File: src/rtl/hws_pkg.sv
package hws_pkg;

    localparam int HW_DATA_W = 16;

    typedef enum logic [2:0] {
        ST_IDLE,
        ST_WR_PERI,
        ST_WR_MEM,
        ST_RD_MEM,
        ST_RD_RESP,
        ST_RD_PERI,
        ST_FIN
    } hws_state_e;

    typedef struct packed {
        logic       final_b;
        logic       blast;
        logic [1:0] be;
    } beat_flags_t;

endpackage

File: src/rtl/hws_swap.sv
module hws_swap #(
    parameter int DATA_W = 16
) (
    input  logic              en,
    input  logic [DATA_W-1:0] din,
    output logic [DATA_W-1:0] dout
);
    localparam int HALVES = DATA_W / 16;

    for (genvar h = 0; h < HALVES; h++) begin : g_half
        assign dout[h*16 +: 16] = en ? {din[h*16 +: 8], din[h*16+8 +: 8]}
                                     : din[h*16 +: 16];
    end
endmodule

File: src/rtl/hws_beat_gen.sv
module hws_beat_gen
    import hws_pkg::*;
#(
    parameter int ADDR_W      = 32,
    parameter int LEN_W       = 16,
    parameter int BURST_BYTES = 64
) (
    input  logic              clk,
    input  logic              rst,
    input  logic              load,
    input  logic              step,
    input  logic [ADDR_W-1:0] ld_addr,
    input  logic [LEN_W-1:0]  ld_len,
    input  logic              ld_raw,
    input  logic              ld_write,
    output logic [ADDR_W-1:0] beat_addr,
    output beat_flags_t       flags,
    output logic              cur_raw,
    output logic              eff_zero
);
    localparam int OFF_W = $clog2(BURST_BYTES);
    localparam logic [OFF_W-1:0]  LAST_OFF  = OFF_W'(BURST_BYTES - 2);
    localparam logic [OFF_W-1:0]  OFF_STEP  = OFF_W'(2);
    localparam logic [ADDR_W-1:0] ADDR_STEP = ADDR_W'(2);
    localparam logic [LEN_W-1:0]  LEN_STEP  = LEN_W'(2);
    localparam logic [LEN_W-1:0]  LEN_ONE   = LEN_W'(1);

    logic [ADDR_W-1:0] eff_addr, addr_q;
    logic [LEN_W-1:0]  eff_len, rem_q;
    logic [OFF_W-1:0]  off_q;
    logic              raw_q, wr_q;

    assign eff_addr = ld_raw ? ld_addr : {ld_addr[ADDR_W-1:1], 1'b0};
    assign eff_len  = ld_raw ? ld_len  : {ld_len[LEN_W-1:1], 1'b0};
    assign eff_zero = (eff_len == '0);

    always_ff @(posedge clk) begin
        if (rst) begin
            addr_q <= '0;
            rem_q  <= '0;
            off_q  <= '0;
            raw_q  <= 1'b0;
            wr_q   <= 1'b0;
        end else if (load) begin
            addr_q <= eff_addr;
            rem_q  <= eff_len;
            off_q  <= '0;
            raw_q  <= ld_raw;
            wr_q   <= ld_write;
        end else if (step) begin
            addr_q <= addr_q + ADDR_STEP;
            rem_q  <= rem_q - LEN_STEP;
            off_q  <= off_q + OFF_STEP;
        end
    end

    always_comb begin
        flags.final_b = (rem_q <= LEN_STEP);
        flags.be      = (rem_q == LEN_ONE) ? 2'b01 : 2'b11;
        flags.blast   = flags.final_b | (wr_q & ~raw_q & (off_q == LAST_OFF));
    end

    assign beat_addr = addr_q;
    assign cur_raw   = raw_q;

    p_step_nonfinal_r8: assert property (@(posedge clk) disable iff (rst)
        step |-> !flags.final_b);
endmodule

File: src/rtl/hws_ctrl.sv
module hws_ctrl
    import hws_pkg::*;
(
    input  logic clk,
    input  logic rst,
    input  logic req_valid,
    input  logic req_zero,
    input  logic req_write,
    input  logic pdi_valid,
    input  logic mem_ready,
    input  logic mem_rvalid,
    input  logic pdo_ready,
    input  logic beat_final,
    output logic req_ready,
    output logic pdi_ready,
    output logic mem_valid,
    output logic mem_we,
    output logic mem_rready,
    output logic pdo_valid,
    output logic done,
    output logic load,
    output logic step,
    output logic cap_w,
    output logic cap_r
);
    hws_state_e state_q, state_d;

    always_ff @(posedge clk) begin
        if (rst) state_q <= ST_IDLE;
        else     state_q <= state_d;
    end

    always_comb begin
        state_d = state_q;
        unique case (state_q)
            ST_IDLE: if (req_valid) begin
                if (req_zero)       state_d = ST_FIN;
                else if (req_write) state_d = ST_WR_PERI;
                else                state_d = ST_RD_MEM;
            end
            ST_WR_PERI: if (pdi_valid)  state_d = ST_WR_MEM;
            ST_WR_MEM:  if (mem_ready)  state_d = beat_final ? ST_FIN : ST_WR_PERI;
            ST_RD_MEM:  if (mem_ready)  state_d = ST_RD_RESP;
            ST_RD_RESP: if (mem_rvalid) state_d = ST_RD_PERI;
            ST_RD_PERI: if (pdo_ready)  state_d = beat_final ? ST_FIN : ST_RD_MEM;
            ST_FIN:                     state_d = ST_IDLE;
            default:                    state_d = ST_IDLE;
        endcase
    end

    assign req_ready  = (state_q == ST_IDLE);
    assign pdi_ready  = (state_q == ST_WR_PERI);
    assign mem_valid  = (state_q == ST_WR_MEM) || (state_q == ST_RD_MEM);
    assign mem_we     = (state_q == ST_WR_MEM);
    assign mem_rready = (state_q == ST_RD_RESP);
    assign pdo_valid  = (state_q == ST_RD_PERI);
    assign done       = (state_q == ST_FIN);
    assign load       = req_ready & req_valid;
    assign cap_w      = pdi_ready & pdi_valid;
    assign cap_r      = mem_rready & mem_rvalid;
    assign step       = ((state_q == ST_WR_MEM) & mem_ready & ~beat_final)
                      | (pdo_valid & pdo_ready & ~beat_final);

    p_done_pulse_r8: assert property (@(posedge clk) disable iff (rst)
        done |=> !done);

    p_idle_quiet_r7: assert property (@(posedge clk) disable iff (rst)
        req_ready |-> !mem_valid && !pdo_valid && !pdi_ready);

    p_one_read_r6: assert property (@(posedge clk) disable iff (rst)
        mem_rready |-> !mem_valid && !pdo_valid);
endmodule

File: src/rtl/hws_dma_adapter.sv
module hws_dma_adapter
    import hws_pkg::*;
#(
    parameter int ADDR_W      = 32,
    parameter int LEN_W       = 16,
    parameter int BURST_BYTES = 64
) (
    input  logic              clk,
    input  logic              rst,
    input  logic              cfg_we,
    input  logic [ADDR_W-1:0] cfg_base,
    input  logic              req_valid,
    output logic              req_ready,
    input  logic [ADDR_W-1:0] req_addr,
    input  logic [LEN_W-1:0]  req_len,
    input  logic              req_write,
    input  logic              req_raw,
    input  logic              pdi_valid,
    output logic              pdi_ready,
    input  logic [15:0]       pdi_data,
    output logic              pdo_valid,
    input  logic              pdo_ready,
    output logic [15:0]       pdo_data,
    output logic              mem_valid,
    input  logic              mem_ready,
    output logic              mem_we,
    output logic [ADDR_W-1:0] mem_addr,
    output logic [1:0]        mem_be,
    output logic [15:0]       mem_wdata,
    output logic              mem_blast,
    input  logic              mem_rvalid,
    output logic              mem_rready,
    input  logic [15:0]       mem_rdata,
    output logic              done,
    input  logic              periph_irq,
    output logic              irq_out
);
    logic [ADDR_W-1:0]    base_q;
    logic                 irq_q;
    logic                 load, step, cap_w, cap_r, eff_zero, cur_raw;
    logic [ADDR_W-1:0]    beat_addr;
    beat_flags_t          flags;
    logic [HW_DATA_W-1:0] w_sw, r_sw, wbuf_q, rbuf_q;

    always_ff @(posedge clk) begin
        if (rst) begin
            base_q <= '0;
            irq_q  <= 1'b0;
        end else begin
            irq_q <= periph_irq;
            if (cfg_we) base_q <= cfg_base;
        end
    end

    hws_beat_gen #(
        .ADDR_W(ADDR_W), .LEN_W(LEN_W), .BURST_BYTES(BURST_BYTES)
    ) u_beat (
        .clk(clk), .rst(rst), .load(load), .step(step),
        .ld_addr(req_addr | base_q), .ld_len(req_len),
        .ld_raw(req_raw), .ld_write(req_write),
        .beat_addr(beat_addr), .flags(flags),
        .cur_raw(cur_raw), .eff_zero(eff_zero)
    );

    hws_ctrl u_ctrl (
        .clk(clk), .rst(rst),
        .req_valid(req_valid), .req_zero(eff_zero), .req_write(req_write),
        .pdi_valid(pdi_valid), .mem_ready(mem_ready), .mem_rvalid(mem_rvalid),
        .pdo_ready(pdo_ready), .beat_final(flags.final_b),
        .req_ready(req_ready), .pdi_ready(pdi_ready), .mem_valid(mem_valid),
        .mem_we(mem_we), .mem_rready(mem_rready), .pdo_valid(pdo_valid),
        .done(done), .load(load), .step(step), .cap_w(cap_w), .cap_r(cap_r)
    );

    hws_swap #(.DATA_W(HW_DATA_W)) u_swap_wr (.en(~cur_raw), .din(pdi_data),  .dout(w_sw));
    hws_swap #(.DATA_W(HW_DATA_W)) u_swap_rd (.en(~cur_raw), .din(mem_rdata), .dout(r_sw));

    always_ff @(posedge clk) begin
        if (rst) begin
            wbuf_q <= '0;
            rbuf_q <= '0;
        end else begin
            if (cap_w) wbuf_q <= w_sw;
            if (cap_r) rbuf_q <= r_sw;
        end
    end

    assign mem_addr  = beat_addr;
    assign mem_be    = flags.be;
    assign mem_blast = flags.blast;
    assign mem_wdata = wbuf_q;
    assign pdo_data  = rbuf_q;
    assign irq_out   = irq_q;

    p_irq_follow_r9: assert property (@(posedge clk) disable iff (rst)
        1'b1 |=> irq_out == $past(periph_irq));

    p_addr_even_r2: assert property (@(posedge clk) disable iff (rst)
        mem_valid && !cur_raw |-> !mem_addr[0]);

    p_hold_beat_r6: assert property (@(posedge clk) disable iff (rst)
        mem_valid && !mem_ready |=> mem_valid && $stable(mem_addr) && $stable(mem_wdata));

    p_partial_be_r3: assert property (@(posedge clk) disable iff (rst)
        mem_valid && mem_be != 2'b11 |-> cur_raw && mem_blast);
endmodule

File: config.mk
export PLATFORM = sky130hd
export DESIGN_NAME = hws_dma_adapter
export DESIGN_NICKNAME = d
export VERILOG_FILES = /design/src/rtl/hws_pkg.sv /design/src/rtl/hws_swap.sv /design/src/rtl/hws_beat_gen.sv /design/src/rtl/hws_ctrl.sv /design/src/rtl/hws_dma_adapter.sv
export SDC_FILE = /design/constraint.sdc
export NUM_CORES = 1
export LEC_CHECK = 0
export ABC_CLOCK_PERIOD_IN_PS = 3560
export BUFFER_PORTS_ARGS = -buffer_cell sky130_fd_sc_hd__buf_2
export CORE_ASPECT_RATIO = 1.25
export CORE_MARGIN = 2
export CORE_UTILIZATION = 55
export CTS_CLUSTER_DIAMETER = 150
export DETAILED_ROUTE_END_ITERATION = 8
export HOLD_SLACK_MARGIN = 0.05
export PLACE_DENSITY_LB_ADDON = 0.1
export SYNTH_ARGS = -nofsm -noshare
export SYNTH_HDL_FRONTEND = slang
export SYNTH_SLANG_ARGS = --single-unit
export TNS_END_PERCENT = 1
File: constraint.sdc
create_clock -name clk -period 3.56 [get_ports clk]
set_input_delay 0.712 -clock clk [delete_from_list [all_inputs] [get_ports clk]]
set_output_delay 0.712 -clock clk [all_outputs]
set_load 0.005 [all_outputs]
==> summary by stage <==
Placement
The total half-perimeter wirelength after legalization and detailed placement is 12,300 µm. The number of buffer cells added on primary ports is 196. The total placed instance area is 0.00718 mm². The final estimated routing congestion in global placement is 0.873.

Pwr
The static leakage is 3.25 nW. The analysis attributes to net switching a power of 2.04 mW. The share of total power dissipated in sequential elements is 0.350. For this design the ratio of total power to cell area is 721 mW/mm².

The proportion of total power due to net switching is 0.365. The share of total power dissipated in the clock network is 0.311. The internal portion of the total power is 3.56 mW. VDD sags by at most 324 µV. Of the total power, combinational logic draws 0.339.

STA
Setup violations remaining at the end of the flow were counted as 0. Counting I/O delays and the setup requirement, the final critical path takes 3140 ps. The number of max-slew violations in the final report is 0. For the final database, setup skew stands at 7.30 ps. The final count of hold timing violations is 0.

At the pin with the least slew margin, the transition time is 1210 ps. Static timing analysis puts the maximum clock frequency at 319 MHz. The worst pin sits at a relative slew slack of 0.196.

For the final routed database, the setup TNS stands at 0 ps. Setup repair after global routing left no endpoint under its margin. The share of the cycle needed by the critical path after routing is 0.881.

Worst setup path
Of all nets on the critical path, the largest fanout is 13. The worst path arrival time is 2420 ps. The critical path's slowest cell is sky130_fd_sc_hd__and2_1. The number of cells on the worst reg-to-reg path is 6. STA classifies the critical path startpoint as a register. Traced cell by cell, the critical path runs through nor3_1 > and2_1 > nand2_1 > o21ai_0 > buf_2.

The cell class contributing the biggest share of worst-path delay is simple AND/OR/NAND/NOR gates. At the worst endpoint, the required time is 2850 ps. STA classifies the critical path endpoint as a primary output.

The critical path's largest stage delay is 630 ps. The critical path start-end classification is register to primary output. The reg-to-reg critical path endpoint is u_beat.beat_addr[29].

The worst register-to-register path begins at u_ctrl.state_q[2]. The buffer and inverter count on the worst path is 1. The reg-to-reg setup timing slack is 710 ps.

Detailed routing
The total via count after detailed routing is 6,144. The total routed wirelength is 17,500 µm. The average via count per standard cell is 6.07. The first detailed-routing pass ran for 5 iterations. In the final routed layout, each cell accounts on average for 17.3 µm.

The post-route DRC violation count is 0. The number of antenna-violating nets in the routed design is 0. The count of routing violations after the opening detailed-route iteration is 432.

Die
The number of top-level pins is 198. The standard-cell row count is 43. In this run the standard cell core region covers 0.0110 mm². The die height is 122 µm. The starting density of the core is 0.560. The die is 98.8 µm wide. The die covers 0.0121 mm².

Clock tree
TritonCTS built the clock tree. The quantity of gates resized following cts is 0. In this run, post-CTS hold repair placed 0 buffers. The clock-pin slew reported for the worst setup and hold paths after clock tree synthesis is 50 ps.

The H-tree generated during clock tree synthesis spans 4 levels. The maximum buffer depth of the clock tree is 2. After clock tree synthesis, the setup repair step added 0 buffers. The clock net in this run drives a total of 123 sinks.

The later-pin clock latency in the skew report is 420 ps. Counting the buffers created by CTS gives 17. The cell chosen for the clock root is sky130_fd_sc_hd__clkbuf_16.

GRT
Summed over all layers, the global routing overflow is 0. The maximum number of pins on one net before global-route repair is 50. The via count of the first global-routing pass was 5,728. The initial antenna violation count was 0. The layer flagged by global routing as most heavily used is met2. The overall global routing resource usage is 0.280. The first global-routing pass estimated 27,400 µm of wire. The fraction of met1 tracks used by global routing is 0.327. For this run, global-route usage on met3 was measured as 0.0740.

The met2 track utilization from global routing is 0.492.

Run
The max-cap check violation count is 0.

Yosys
The fraction of registers with async set/reset is 0. Counting flops with a built-in enable in the synthesized netlist gives 0. For this run, the register share of the synthesized area comes to 0.399.

The post-synth design cell area is 0.00617 mm². The most common flop cell mapped by yosys is sky130_fd_sc_hd__dfxtp_1. The number of nets in the synthesized netlist is 826. The area share of the leading cell type in the synthesized netlist is 0.399.

The warning count from the yosys run is 0. The average cell area after synthesis is 8.83 µm². The number of standard cells after synthesis is 699. By area the synthesized netlist is led by sky130_fd_sc_hd__dfxtp_1, sky130_fd_sc_hd__mux2i_1, sky130_fd_sc_hd__a211oi_1, sky130_fd_sc_hd__nor2_1, sky130_fd_sc_hd__nor3_1.

Synthesis instantiated 69 different standard cells from the library. Counting flops and latches in the post-synthesis netlist gives 123. The synthesized design spends more area on one cell type than any other, namely sky130_fd_sc_hd__dfxtp_1.

Worst hold path
The path with the worst hold slack has its endpoint at u_beat.beat_addr[0]. The class of the tightest hold or removal check is register to register. The critical hold path startpoint is u_beat.beat_addr[0]. The depth of the worst hold-timing path is 2.

Cells and area
The number of fill cells is 878. After the last flow step, the layout net total stands at 993. The area growth from synthesis to layout is 25.9%.

Summing all non-filler instances in the final layout gives an area of 0.00777 mm². 0 antenna diodes ended up in the layout. The fraction of layout cells with a size suffix above 1 is 0.292.

Outcome
The flow ran to the end, and the final reports show no timing, DRC or antenna violations.
-- logic make-up (layout without fill, tap and decap cells) --
logic type | count (synthesis) | count (layout) | share of synthesized area
adder cells (fa/ha/maj) | 4 | 4 | 0.00811
flip-flops | 123 | 123 | 0.399
XOR/XNOR | 6 | 6 | 0.00851
AND/OR/NAND/NOR | 255 | 255 | 0.208
buffers and inverters | 69 | 247 | 0.0460
AO/OA/AOI/OAI | 164 | 164 | 0.204
other | 1 | 1 | 0.000608
multiplexers | 77 | 77 | 0.125
-- power groups by stage --
stage / logic [mW] / clock network, mW / registers [mW]
3_5_place_dp: 1.87 / 0 / 1.98
2_1_floorplan: 1.31 / 0 / 1.90
5_1_grt: 2.09 / 1.82 / 2.01
3_3_place_gp: 1.82 / 0 / 1.95
4_1_cts: 1.89 / 1.76 / 1.95
6_report: 1.90 / 1.74 / 1.96
-- how the worst max path moves through the flow --
stage | startpoint | end | slack (ps) | cells past startpoint
2_1_floorplan | u_beat.rem_q[1] | mem_blast | 1310 | 5
3_3_place_gp | mem_ready | u_beat.beat_addr[14] | 880 | 6
4_1_cts | u_beat.rem_q[8] | mem_blast | 420 | 5
3_5_place_dp | u_ctrl.state_q[1] | u_beat.beat_addr[29] | 760 | 6
6_report | u_beat.rem_q[8] | mem_blast | 420 | 5
5_1_grt | u_beat.rem_q[8] | mem_blast | 160 | 5
-- cell type report --
type | count | area, µm² | share of cell area
multi-input cells | 507 | 3440 | 0.442
flip-flops and latches | 123 | 2460 | 0.317
repair buffers | 205 | 1060 | 0.137
clock buffers | 22 | 474 | 0.0610
well taps | 135 | 169 | 0.0217
clock inverters | 8 | 118 | 0.0151
inverters | 12 | 45.0 | 0.00580
-- flip-flops by register name (all words and copies together) (netlist names) --
name,flops
pdo_data,16
u_beat.rem_q,16
u_ctrl.state_q,3
u_beat.off_q,5
u_beat.wr_q,1
base_q,32
irq_out,1
u_beat.cur_raw,1
mem_wdata,16
u_beat.beat_addr,32
-- per-stage QoR --
stage / worst slack [ps] / utilization / cells / total power [mW] / hold WS (ps)
floorplan: 1310 / - / 699 / 3.21 / 437
global placement: 884 / 0.651 / 982 / 3.77 / 436
detailed placement: 765 / 0.651 / 982 / 3.85 / 448
CTS: 425 / 0.704 / 1012 / 5.60 / 455
global route: 163 / 0.704 / 1012 / 5.91 / 474
finish: 425 / 0.704 / 1012 / 5.60 / 454
-- worst min-delay path, delay by kind of cell, from the launching register on --
family          cells  cell delay [ps]
flops               1              300
compound gates      1               50
simple gates        1               50
-- synth_stat cells, types with 8 or more instances --
cell type                  instances
sky130_fd_sc_hd__nand2_1          33
sky130_fd_sc_hd__mux2i_1          74
sky130_fd_sc_hd__nand3_1          20
sky130_fd_sc_hd__a21oi_1          25
sky130_fd_sc_hd__o31ai_1          14
sky130_fd_sc_hd__and3_1           11
sky130_fd_sc_hd__or3_1             8
sky130_fd_sc_hd__or4_1            10
sky130_fd_sc_hd__inv_1            11
sky130_fd_sc_hd__dfxtp_1         123
sky130_fd_sc_hd__clkbuf_1         39
sky130_fd_sc_hd__a211oi_1         46
sky130_fd_sc_hd__nor2_1           88
sky130_fd_sc_hd__nand4_1           8
sky130_fd_sc_hd__nor4_1           12
sky130_fd_sc_hd__nor3_1           35
sky130_fd_sc_hd__a311oi_1         18
sky130_fd_sc_hd__buf_2            11
-- per-layer routing --
metal,vias up,share of wire
met5,-,0
met4,0,0.019
met3,30,0.076
met2,246,0.50
met1,2897,0.41
li1,2971,-
-- layout by cell type, fill, tap and decap left out, types with 3 or more instances in the layout --
master,n
sky130_fd_sc_hd__nor3_1,35
sky130_fd_sc_hd__xnor2_1,5
sky130_fd_sc_hd__clkbuf_16,17
sky130_fd_sc_hd__o211ai_1,6
sky130_fd_sc_hd__mux2_2,3
sky130_fd_sc_hd__and4_1,3
sky130_fd_sc_hd__nand3_1,20
sky130_fd_sc_hd__nand2_1,32
sky130_fd_sc_hd__nand4_1,8
sky130_fd_sc_hd__clkinv_2,4
sky130_fd_sc_hd__nor2b_1,5
sky130_fd_sc_hd__buf_2,195
sky130_fd_sc_hd__o31ai_1,14
sky130_fd_sc_hd__bufinv_16,3
sky130_fd_sc_hd__ha_1,4
sky130_fd_sc_hd__nand2b_1,3
sky130_fd_sc_hd__a21oi_1,24
sky130_fd_sc_hd__and2_1,5
sky130_fd_sc_hd__a31oi_1,7
sky130_fd_sc_hd__o211a_1,3
sky130_fd_sc_hd__o311ai_0,6
sky130_fd_sc_hd__and3_1,11
sky130_fd_sc_hd__clkbuf_8,3
sky130_fd_sc_hd__buf_4,9
sky130_fd_sc_hd__dfxtp_1,122
sky130_fd_sc_hd__a211oi_1,46
sky130_fd_sc_hd__or3_1,8
sky130_fd_sc_hd__a311oi_1,18
sky130_fd_sc_hd__mux2i_1,74
sky130_fd_sc_hd__or4_1,10
sky130_fd_sc_hd__a22oi_1,5
sky130_fd_sc_hd__a21o_1,3
sky130_fd_sc_hd__nand3b_1,3
sky130_fd_sc_hd__nor2_1,88
sky130_fd_sc_hd__o21ai_0,6
sky130_fd_sc_hd__inv_1,11
sky130_fd_sc_hd__nor4_1,12
No activity file was read; power rests on OpenSTA's default activity.
